`config.mk`:
```
export PLATFORM = sky130hd
export DESIGN_NAME = rom_bank_sel
export DESIGN_NICKNAME = d
export VERILOG_FILES = /design/src/rtl/rbs_pkg.sv /design/src/rtl/rbs_ctrl_reg.sv /design/src/rtl/rbs_sock_dec.sv /design/src/rtl/rbs_data_path.sv /design/src/rtl/rom_bank_sel.sv
export SDC_FILE = /design/constraint.sdc
export NUM_CORES = 1
export LEC_CHECK = 0
export BUFFER_PORTS_ARGS = -buffer_cell sky130_fd_sc_hd__buf_2
export CORE_ASPECT_RATIO = 1.5
export CORE_MARGIN = 3
export CORE_UTILIZATION = 45
export DETAILED_ROUTE_END_ITERATION = 8
export PLACE_DENSITY = 0.87
export SLEW_MARGIN = 10
export SYNTH_ARGS = -nofsm -noshare
export SYNTH_HDL_FRONTEND = slang
export SYNTH_HIERARCHICAL = 1
export SYNTH_SLANG_ARGS = --single-unit
```
`constraint.sdc`:
```
create_clock -name clk -period 6.5 [get_ports clk]
set_clock_uncertainty 0.1 [all_clocks]
set_input_delay 0.975 -clock clk [delete_from_list [all_inputs] [get_ports clk]]
set_output_delay 0.975 -clock clk [all_outputs]
set_load 0.01 [all_outputs]
```
`src/rtl/rbs_pkg.sv`:
```
package rbs_pkg;
   localparam int BYTE_W = 8;
   localparam int BANK_W = 3;

   typedef logic [BYTE_W-1:0] byte_t;

   // Stored part of the control byte: bit 7 enable, bits 2..0 socket.
   typedef struct packed {
      logic              en;
      logic [BANK_W-1:0] bank;
   } ctrl_t;

   function automatic ctrl_t ctrl_from_byte(input byte_t b);
      ctrl_t c;
      c.en   = b[BYTE_W-1];
      c.bank = b[BANK_W-1:0];
      return c;
   endfunction
endpackage

```
`src/rtl/rbs_ctrl_reg.sv`:
```
module rbs_ctrl_reg
   import rbs_pkg::*;
#(
   parameter int VM_IDX = 0
) (
   input  logic        clk,
   input  logic        rst_n,
   input  logic        io_sel,
   input  logic [3:0]  io_word,
   input  logic        io_lo_en,
   input  logic        rd_stb,
   input  logic        wr_stb,
   input  byte_t       wr_data,
   output ctrl_t       ctrl_q,
   output logic        local_rd,
   output logic        id_rd
);
   localparam logic VM_BIT = 1'(VM_IDX);

   logic local_hit;
   logic ctrl_hit;
   logic ctrl_wr;

   assign local_hit = io_sel && (io_word[3] == VM_BIT);
   assign ctrl_hit  = local_hit && (io_word[2:0] == 3'd0) && io_lo_en;
   assign ctrl_wr   = ctrl_hit && wr_stb;
   assign local_rd  = local_hit && rd_stb;
   assign id_rd     = ctrl_hit && rd_stb;

   always_ff @(posedge clk or negedge rst_n) begin
      if (!rst_n) begin
         ctrl_q <= '0;
      end else if (ctrl_wr) begin
         ctrl_q <= ctrl_from_byte(wr_data);
      end
   end

   logic unused_wr;
   assign unused_wr = ^wr_data[BYTE_W-2:BANK_W];
endmodule

```
`src/rtl/rbs_sock_dec.sv`:
```
module rbs_sock_dec
   import rbs_pkg::*;
#(
   parameter int ADDR_W   = 20,
   parameter int WIN_W    = 16,
   parameter int WIN_BASE = 12,
   parameter int SOCKETS  = 8,
   parameter int NUM_POP  = 8
) (
   input  ctrl_t               ctrl_q,
   input  logic                mem_space,
   input  logic [ADDR_W-1:0]   mem_addr,
   input  logic                rd_stb,
   output logic [SOCKETS-1:0]  rom_sel,
   output logic                drv
);
   localparam int TAG_W = ADDR_W - WIN_W;
   localparam logic [TAG_W-1:0] TAG = TAG_W'(WIN_BASE);

   logic win_rd;
   assign win_rd = ctrl_q.en && mem_space && rd_stb &&
                   (mem_addr[ADDR_W-1:WIN_W] == TAG);

   for (genvar s = 0; s < SOCKETS; s++) begin : g_sock
      if (s < NUM_POP) begin : g_pop
         assign rom_sel[s] = win_rd && (ctrl_q.bank == BANK_W'(s));
      end else begin : g_empty
         assign rom_sel[s] = 1'b0;
      end
   end

   assign drv = |rom_sel;

   logic unused_low;
   assign unused_low = ^mem_addr[WIN_W-1:0];
endmodule

```
`src/rtl/rbs_data_path.sv`:
```
module rbs_data_path
   import rbs_pkg::*;
#(
   parameter int     SOCKETS = 8,
   parameter logic [7:0] ID_CODE = 8'h3C
) (
   input  logic                     clk,
   input  logic                     rst_n,
   input  logic                     local_rd,
   input  logic                     id_rd,
   input  logic                     drv,
   input  logic [BANK_W-1:0]        bank,
   input  logic [BYTE_W*SOCKETS-1:0] sock_data,
   output byte_t                    rd_data
);
   byte_t sock_byte [SOCKETS];
   byte_t hold_q;
   byte_t pick;

   for (genvar s = 0; s < SOCKETS; s++) begin : g_lane
      assign sock_byte[s] = sock_data[BYTE_W*s +: BYTE_W];
   end

   always_comb begin
      pick = hold_q;
      for (int s = 0; s < SOCKETS; s++) begin
         if (bank == BANK_W'(s)) pick = sock_byte[s];
      end
   end

   always_comb begin
      if (id_rd)         rd_data = ID_CODE;
      else if (local_rd) rd_data = '0;
      else if (drv)      rd_data = pick;
      else               rd_data = hold_q;
   end

   // Bus keeper: zeroed by any local read, follows any socket-driven read.
   always_ff @(posedge clk or negedge rst_n) begin
      if (!rst_n) begin
         hold_q <= '0;
      end else if (local_rd) begin
         hold_q <= '0;
      end else if (drv) begin
         hold_q <= pick;
      end
   end
endmodule

```
`src/rtl/rom_bank_sel.sv`:
```
module rom_bank_sel
   import rbs_pkg::*;
#(
   parameter int         ADDR_W   = 20,
   parameter int         WIN_W    = 16,
   parameter int         WIN_BASE = 12,
   parameter int         NUM_POP  = 8,
   parameter int         VM_IDX   = 0,
   parameter logic [7:0] ID_CODE  = 8'h3C
) (
   input  logic                      clk,
   input  logic                      rst_n,
   input  logic                      io_sel,
   input  logic [3:0]                io_word,
   input  logic                      io_lo_en,
   input  logic                      rd_stb,
   input  logic                      wr_stb,
   input  logic [7:0]                wr_data,
   input  logic                      mem_space,
   input  logic [ADDR_W-1:0]         mem_addr,
   input  logic [8*(1<<3)-1:0]       sock_data,
   output logic [(1<<3)-1:0]         rom_sel,
   output logic [7:0]                rd_data
);
   localparam int SOCKETS = 1 << BANK_W;

   initial begin
      if (NUM_POP < 1 || NUM_POP > SOCKETS)
         $error("rom_bank_sel: NUM_POP out of range");
      if (WIN_W < 1 || WIN_W >= ADDR_W)
         $error("rom_bank_sel: WIN_W must lie inside ADDR_W");
      if (VM_IDX < 0 || VM_IDX > 1)
         $error("rom_bank_sel: VM_IDX must be 0 or 1");
      if (ID_CODE == 8'h00)
         $error("rom_bank_sel: ID_CODE must be nonzero");
   end

   ctrl_t ctrl_q;
   logic  local_rd;
   logic  id_rd;
   logic  drv;

   rbs_ctrl_reg #(.VM_IDX(VM_IDX)) u_ctrl (
      .clk      (clk),
      .rst_n    (rst_n),
      .io_sel   (io_sel),
      .io_word  (io_word),
      .io_lo_en (io_lo_en),
      .rd_stb   (rd_stb),
      .wr_stb   (wr_stb),
      .wr_data  (wr_data),
      .ctrl_q   (ctrl_q),
      .local_rd (local_rd),
      .id_rd    (id_rd)
   );

   rbs_sock_dec #(
      .ADDR_W   (ADDR_W),
      .WIN_W    (WIN_W),
      .WIN_BASE (WIN_BASE),
      .SOCKETS  (SOCKETS),
      .NUM_POP  (NUM_POP)
   ) u_dec (
      .ctrl_q    (ctrl_q),
      .mem_space (mem_space),
      .mem_addr  (mem_addr),
      .rd_stb    (rd_stb),
      .rom_sel   (rom_sel),
      .drv       (drv)
   );

   rbs_data_path #(
      .SOCKETS (SOCKETS),
      .ID_CODE (ID_CODE)
   ) u_data (
      .clk       (clk),
      .rst_n     (rst_n),
      .local_rd  (local_rd),
      .id_rd     (id_rd),
      .drv       (drv),
      .bank      (ctrl_q.bank),
      .sock_data (sock_data),
      .rd_data   (rd_data)
   );
endmodule

```
==> impl_metrics.ini, run 1 <==
[synthesis]
synth_sequential_area_ratio = 0.182
ys_seq_elements = 12
post_synth_xor_area_fraction = 0
synth_fp_nets = 297
yosys-mux-area-fraction = 0.118
syn-cell-area_mm2 = 0.00165
post_synth_inst_count = 194
async_reset_ff_frac = 1.00
netlist-cell-type-count = 49
adder_cell_fraction_of_synth_area = 0
synth_common_cells = 15 x sky130_fd_sc_hd__mux2i_1, 14 x sky130_fd_sc_hd__nor3_1, 13 x sky130_fd_sc_hd__nor2_1
synth_largest_area_cell = sky130_fd_sc_hd__dfrtp_1
avgSynthCellArea_um2 = 8.53
synth_top_flop_cell = sky130_fd_sc_hd__dfrtp_1
ys_top_cells_by_area = sky130_fd_sc_hd__dfrtp_1 18%, sky130_fd_sc_hd__mux2i_1 9.1%, sky130_fd_sc_hd__buf_6 5.4%, sky130_fd_sc_hd__nor3_1 4.2%, sky130_fd_sc_hd__nand2b_1 3.8%
synth_simple_gate_area_frac = 0.267
synth-edff-count = 0
synth_compound_gate_area_share = 0.356
synth.most_common_cell = sky130_fd_sc_hd__mux2i_1
yosys_warnings = 6
main_combinational_cell_family_by_area_after_synthesis = compound AO/OA/AOI/OAI gates
netlist.area_leader.share = 0.182

[sta]
layout_worst_path_cycle_share = 0.610
timing.hold.ws_ps = 408
final_period_minus_worst_setup_slack_ps = 3970
final-max-slew-violation-count = 0
setup_total_neg_slack_ps = 0
max_slew_margin = 0.532
rsz_0062_raised_after_global_routing = no
max_slew.worst_pin.slew_ps = 703
setup_viol = 0
hold_viol = 0
achievable-frequency_ghz = 0.252
smallest_setup_slack_after_layout_ps = 2530

[power_and_ir_drop]
combinationalPowerShare = 0.529
power.net_switching_mw = 0.157
p_leak_nw = 1.02
power.share.clock = 0.209
switching_share = 0.394
maximum_vdd_drop_mv = 0.182
power.internal_mw = 0.241
p_per_area_mw_per_mm2 = 184
power.share.sequential = 0.263
total_power_mw = 0.398

[grt]
first_pass_grt_wire_length_um = 8090
overflow = 0
grt_antenna_before_repair = 0
grt_max_degree = 41
first_global_vias = 1906
track_usage = 0.226

[critical_path]
cp_cell_instances = buf_2 -> or4b_4 -> nor3_1 -> inv_1 -> and2_1 -> a31oi_1 -> buf_2
arrival_ps = 2890
cp_num_buf_inv = 3
critPathSlowestCell = sky130_fd_sc_hd__or4b_4
critPathRequiredTime_ps = 5420
critical-path-top-delay-family = simple AND/OR/NAND/NOR gates
worst-setup-path-type = primary input to output pin
critical_path.startpoint_type = primary input
ff2ff_setup_slack_ps = 4320
timing.critical_path.fanout_max = 6
critPathMaxStageDelay_ps = 550
timing.critical_path.mode_cell = sky130_fd_sc_hd__buf_2
worst_setup_path_end_kind = output pin

[worst_hold_path]
hold_path_class = flip-flop to flip-flop

[placed_design]
dpl-instance-area_mm2 = 0.00211
finalWeightedCongestion = 0.935
place.detailed.hpwl_um = 4040
dpl_worst_slack_ps = 2560
port_buffers = 98
place.detailed.instances = 324

[floorplan]
initial_util = 0.475
design.portCount = 119
floorplan.die.width_um = 55.5
floorplan.die.height_um = 80.3
core-area_mm2 = 0.00348
die-area_mm2 = 0.00445
rows = 26

[clock_network]
ctsHoldBuffers = 0
numClockSinks = 12
htree_num_levels = 1
postCtsSetupBuffers = 0
cts_buffers = 3
tritoncts = done
post_cts.resized_instances = 0
cts-root-buf = sky130_fd_sc_hd__clkbuf_8
clkLatencyLatePin_ps = 240
clk_transition_reported_paths_ps = 50
buffer_depth_of_the_longest_clock_path = 2

[final_layout]
non_filler_cell_area_final_mm2 = 0.00216
num_antenna_cells = 0
nNetsFinal = 390
utilization = 0.621
layout.cells.non_filler = 328
fraction_of_final_layout_cells_sized_beyond_drive_strength_1 = 0.434
area_added_between_synthesis_and_finish_pct = 30.6

[detailed_routing]
num_vias = 1941
drt_drc = 0
routed_wire_length_per_instance_um = 15.4
wirelength_um = 5060
drt-pass1-iter-count = 4
detail_route.iter0.violations = 56
route.detailed.vias_per_inst = 5.92
antenna_left = 0

[run]
cap_violations = 0

[run_status]
result_of_the_run = finished clean
[registers in the layout (all words and copies together) (netlist names)]
name	cells
u_data/hold_q	8
u_ctrl/ctrl_q	4
[final cells by class]
class	instances	area [um^2]
Fill cell	320	1320
Tap cell	42	52.6
Inverter	2	7.51
Multi-Input combinational cell	166	1220
Clock buffer	4	55.1
Timing Repair Buffer	102	520
Sequential cell	12	300
[worst reg2reg max path, delay by kind of cell, from the launching register on]
kind,cells,cell delay (ps)
AO/OA/AOI/OAI,2,410
buffers and inverters,1,380
flip-flops,1,790
AND/OR/NAND/NOR,2,370
[per-layer routing]
metal  wire (um)  track usage  up-vias
li1            -            -      948
met1        1910        0.242      892
met2        2640        0.414       82
met3         306       0.0386       19
met4         195        0.127        0
met5           0            0        -
[placed cells by master (no fill, tap or decap), types with 5 or more instances in the layout]
cell	count
sky130_fd_sc_hd__nand2b_1	10
sky130_fd_sc_hd__nor3_1	14
sky130_fd_sc_hd__o21ai_0	7
sky130_fd_sc_hd__nand2_1	7
sky130_fd_sc_hd__nor2_1	13
sky130_fd_sc_hd__o21ai_1	5
sky130_fd_sc_hd__mux2i_1	15
sky130_fd_sc_hd__o2bb2ai_1	5
sky130_fd_sc_hd__dfrtp_1	12
sky130_fd_sc_hd__a22oi_1	6
sky130_fd_sc_hd__a21oi_1	7
sky130_fd_sc_hd__a211o_1	7
sky130_fd_sc_hd__nor2b_1	5
sky130_fd_sc_hd__buf_2	98
[power by group through the flow]
stage	logic [mW]	registers [mW]	clock network (mW)
floorplan	0.159	0.100	0
global placement	0.204	0.105	0
detailed placement	0.209	0.106	0
CTS	0.210	0.104	0.0853
global route	0.234	0.106	0.0898
finish	0.211	0.105	0.0832
[path summary, 6_finish.rpt]
kind	startpoint	endpoint	depth (start not counted)
worst min-delay path	u_ctrl/ctrl_q[2]	u_ctrl/ctrl_q[2]	1
worst max register to register	u_ctrl/ctrl_q[0]	u_data/hold_q[6]	5
max in group asynchronous	rst_n	u_data/hold_q[0]	1
worst min register to register	u_ctrl/ctrl_q[2]	u_ctrl/ctrl_q[2]	1
min in group asynchronous	rst_n	u_ctrl/ctrl_q[1]	1
worst max-delay path	io_word[3]	rd_data[2]	7
[logic make-up after synthesis]
kind of cell | count (synthesis)
AOI/OAI and AO/OA | 75
buffers and inverters | 16
DFF | 12
muxes | 19
and+or+nand+nor | 72
(Power assumes the default switching activity.)
==> run 2: changes to the inputs <==
--- a/config.mk
+++ b/config.mk
@@ -5,12 +5,13 @@
 export SDC_FILE = /design/constraint.sdc
 export NUM_CORES = 1
 export LEC_CHECK = 0
+export ABC_AREA = 1
 export BUFFER_PORTS_ARGS = -buffer_cell sky130_fd_sc_hd__buf_2
 export CORE_ASPECT_RATIO = 1.5
 export CORE_MARGIN = 3
-export CORE_UTILIZATION = 45
+export CORE_UTILIZATION = 37
 export DETAILED_ROUTE_END_ITERATION = 8
-export PLACE_DENSITY = 0.87
+export PLACE_DENSITY = 0.78
 export SLEW_MARGIN = 10
 export SYNTH_ARGS = -nofsm -noshare
 export SYNTH_HDL_FRONTEND = slang
==> constraint.sdc (replaced) <==
create_clock -name clk -period 3.5 [get_ports clk]
set_clock_uncertainty 0.1 [all_clocks]
set_input_delay 0.525 -clock clk [delete_from_list [all_inputs] [get_ports clk]]
set_output_delay 0.525 -clock clk [all_outputs]
set_load 0.01 [all_outputs]
==> run 2 against run 1 <==
  * Synthesized area fell by 4.4%
  * Utilization down 8.8 points
  * Register-to-register slack worse by 3200 ps
  * Critical path type is now flip-flop to output pin
  * Critical endpoint is now rd_data[7]
==> impl_metrics.ini, run 2 <==
[run_status]
result_of_the_run = finished clean

[power_and_ir_drop]
total_power_mw = 0.608
power.share.sequential = 0.274
power.share.clock = 0.240
power.internal_mw = 0.365
maximum_vdd_drop_mv = 0.256
p_per_area_mw_per_mm2 = 283
combinationalPowerShare = 0.485
p_leak_nw = 1.33
switching_share = 0.399
power.net_switching_mw = 0.243

[final_layout]
multiInputGateArea_mm2 = 0.00111
seq_area_um2 = 300
nNetsFinal = 499
final_cell_mix = 100 x sky130_fd_sc_hd__nand2_1, 98 x sky130_fd_sc_hd__buf_2, 63 x sky130_fd_sc_hd__nor2_1
final_common_cell = sky130_fd_sc_hd__nand2_1
area_added_between_synthesis_and_finish_pct = 35.8
utilization = 0.533
largest_registers = u_data/hold_q (8), u_ctrl/ctrl_q (4)
fraction_of_final_layout_cells_sized_beyond_drive_strength_1 = 0.322
largest_register = u_data/hold_q
fillerInstances = 448
largest_reg_flops = 8
num_antenna_cells = 0

[synthesis]
synth_fp_nets = 402
syn-cell-area_mm2 = 0.00158
ys_top_cells_by_area = sky130_fd_sc_hd__nand2_1 24%, sky130_fd_sc_hd__dfrtp_1 19%, sky130_fd_sc_hd__nor2_1 15%, sky130_fd_sc_hd__nand3_1 12%, sky130_fd_sc_hd__inv_1 6.2%
async_reset_ff_frac = 1.00
synth-edff-count = 0
synth_common_cells = 100 x sky130_fd_sc_hd__nand2_1, 63 x sky130_fd_sc_hd__nor2_1, 39 x sky130_fd_sc_hd__nand3_1
synth_largest_area_cell = sky130_fd_sc_hd__nand2_1
synth.most_common_cell = sky130_fd_sc_hd__nand2_1
netlist-cell-type-count = 23
post_synth_inst_count = 299
netlist.area_leader.share = 0.237
adder_cell_fraction_of_synth_area = 0
synth_sequential_area_ratio = 0.190
synth_simple_gate_area_frac = 0.649
avgSynthCellArea_um2 = 5.29
synth_top_flop_cell = sky130_fd_sc_hd__dfrtp_1
main_combinational_cell_family_by_area_after_synthesis = simple AND/OR/NAND/NOR gates
yosys-mux-area-fraction = 0
yosys_warnings = 6
post_synth_xor_area_fraction = 0
ys_seq_elements = 12
synth_compound_gate_area_share = 0.0506

[clock_network]
cts-root-buf = sky130_fd_sc_hd__clkbuf_8
tritoncts = done
cts_buffers = 3
buffer_depth_of_the_longest_clock_path = 2
ctsHoldBuffers = 0
post_cts.resized_instances = 0
htree_num_levels = 1
numClockSinks = 12
clk_transition_reported_paths_ps = 50
clkLatencyLatePin_ps = 240
postCtsSetupBuffers = 0

[sta]
max_slew.worst_pin.slew_ps = 842
final_period_minus_worst_setup_slack_ps = 3180
achievable-frequency_ghz = 0.314
hold_viol = 0
max_slew_margin = 0.434
setup_total_neg_slack_ps = 0
final-max-slew-violation-count = 0
setup_viol = 0
rsz_0062_raised_after_global_routing = no
layout_worst_path_cycle_share = 0.909

[critical_path]
ff2ff_setup_slack_ps = 1120
critical-path-top-delay-family = simple AND/OR/NAND/NOR gates
critPathRequiredTime_ps = 2870
cp_cell_instances = nand3_1 -> or2_2 -> nand3_1 -> nand2_1 -> nand2_1 -> nand2_1 -> nand2_1 -> nand3_1 -> nand2_1 -> nand2_1 -> nand2_1 -> nor2_1 -> buf_2
worst_setup_path_end_kind = output pin
reg2reg_from = u_ctrl/ctrl_q[0]
critPathSlowestCell = sky130_fd_sc_hd__dfrtp_1
ff2ff_path_depth = 12
critPathMaxStageDelay_ps = 620
arrival_ps = 2560
worstReg2RegEnd = u_data/hold_q[7]
cp_num_buf_inv = 1
timing.critical_path.mode_cell = sky130_fd_sc_hd__nand2_1
worst-setup-path-type = flip-flop to output pin
timing.critical_path.fanout_max = 15
critical_path.startpoint_type = flip-flop

[detailed_routing]
detail_route.iter0.violations = 142
wirelength_um = 4930
route.detailed.vias_per_inst = 4.87
antenna_left = 0
drt-pass1-iter-count = 4
routed_wire_length_per_instance_um = 11.2
num_vias = 2143
drt_drc = 0

[floorplan]
rows = 28
core-area_mm2 = 0.00403
floorplan.die.width_um = 59.4
die-area_mm2 = 0.00511
design.portCount = 119
floorplan.die.height_um = 86.1
initial_util = 0.393

[placed_design]
port_buffers = 98
place.detailed.hpwl_um = 4160
finalWeightedCongestion = 0.877

[worst_hold_path]
hold_path_class = primary input to async pin

[grt]
first_pass_grt_wire_length_um = 7780
track_usage = 0.191
overflow = 0
grt_max_degree = 17
first_global_vias = 2000
grt_antenna_before_repair = 0

[run]
cap_violations = 0
run 2: cell count changes after synthesis, sizes merged, moves of 15 or more:
cell | previous run | this run
nor2 | 13 | 68
nand3 | 3 | 40
mux2i | 15 | 0
nand2 | 7 | 103
inv | 2 | 31
run 2: metal layers:
metal  up-vias  GRT usage  wire length, um
met5         -          0                0
met4         0     0.0825              131
met3        13     0.0211              388
met2        87      0.350             2510
met1       919      0.213             1900
li1       1124          -                -
run 2: power groups by stage:
stage | combinational, mW | sequential (mW) | clock [mW]
3_5_place_dp | 0.292 | 0.168 | 0
2_1_floorplan | 0.207 | 0.162 | 0
3_3_place_gp | 0.290 | 0.168 | 0
4_1_cts | 0.293 | 0.166 | 0.150
6_report | 0.295 | 0.167 | 0.146
5_1_grt | 0.348 | 0.168 | 0.155
run 2: layout make-up:
class	count	share of cell area
Clock buffer	4	0.0256
Inverter	33	0.0577
Multi-Input combinational cell	246	0.515
Sequential cell	12	0.140
Tap cell	45	0.0262
Timing Repair Buffer	100	0.235
run 2: how the worst max path moves through the flow:
stage / from / endpoint / slack (ps) / cells past startpoint
floorplan: u_ctrl/ctrl_q[0] / rd_data[1] / 1140 / 13
global placement: u_ctrl/ctrl_q[0] / rd_data[7] / 630 / 13
detailed placement: u_ctrl/ctrl_q[0] / rd_data[7] / 620 / 13
CTS: u_ctrl/ctrl_q[0] / rd_data[7] / 350 / 13
global route: u_ctrl/ctrl_q[0] / rd_data[1] / 50 / 13
finish: u_ctrl/ctrl_q[0] / rd_data[7] / 320 / 13
run 2: stage by stage:
stage / instances / hold slack, ps / setup slack [ps] / area [um^2]
after floorplan: 299 / 129 / 1140 / 1580
after global placement: 436 / 306 / 628 / 2090
after detailed placement: 436 / 308 / 623 / 2090
after CTS: 440 / 52.4 / 346 / 2150
after global routing: 440 / 69.1 / 47.4 / 2150
final: 440 / 49.9 / 317 / 2150
run 2: cell families (layout without fill, tap and decap cells):
kind of cell,Yosys count,in the layout
AOI/OAI and AO/OA,16,16
and+or+nand+nor,230,230
DFF,12,12
buffers and inverters,41,137
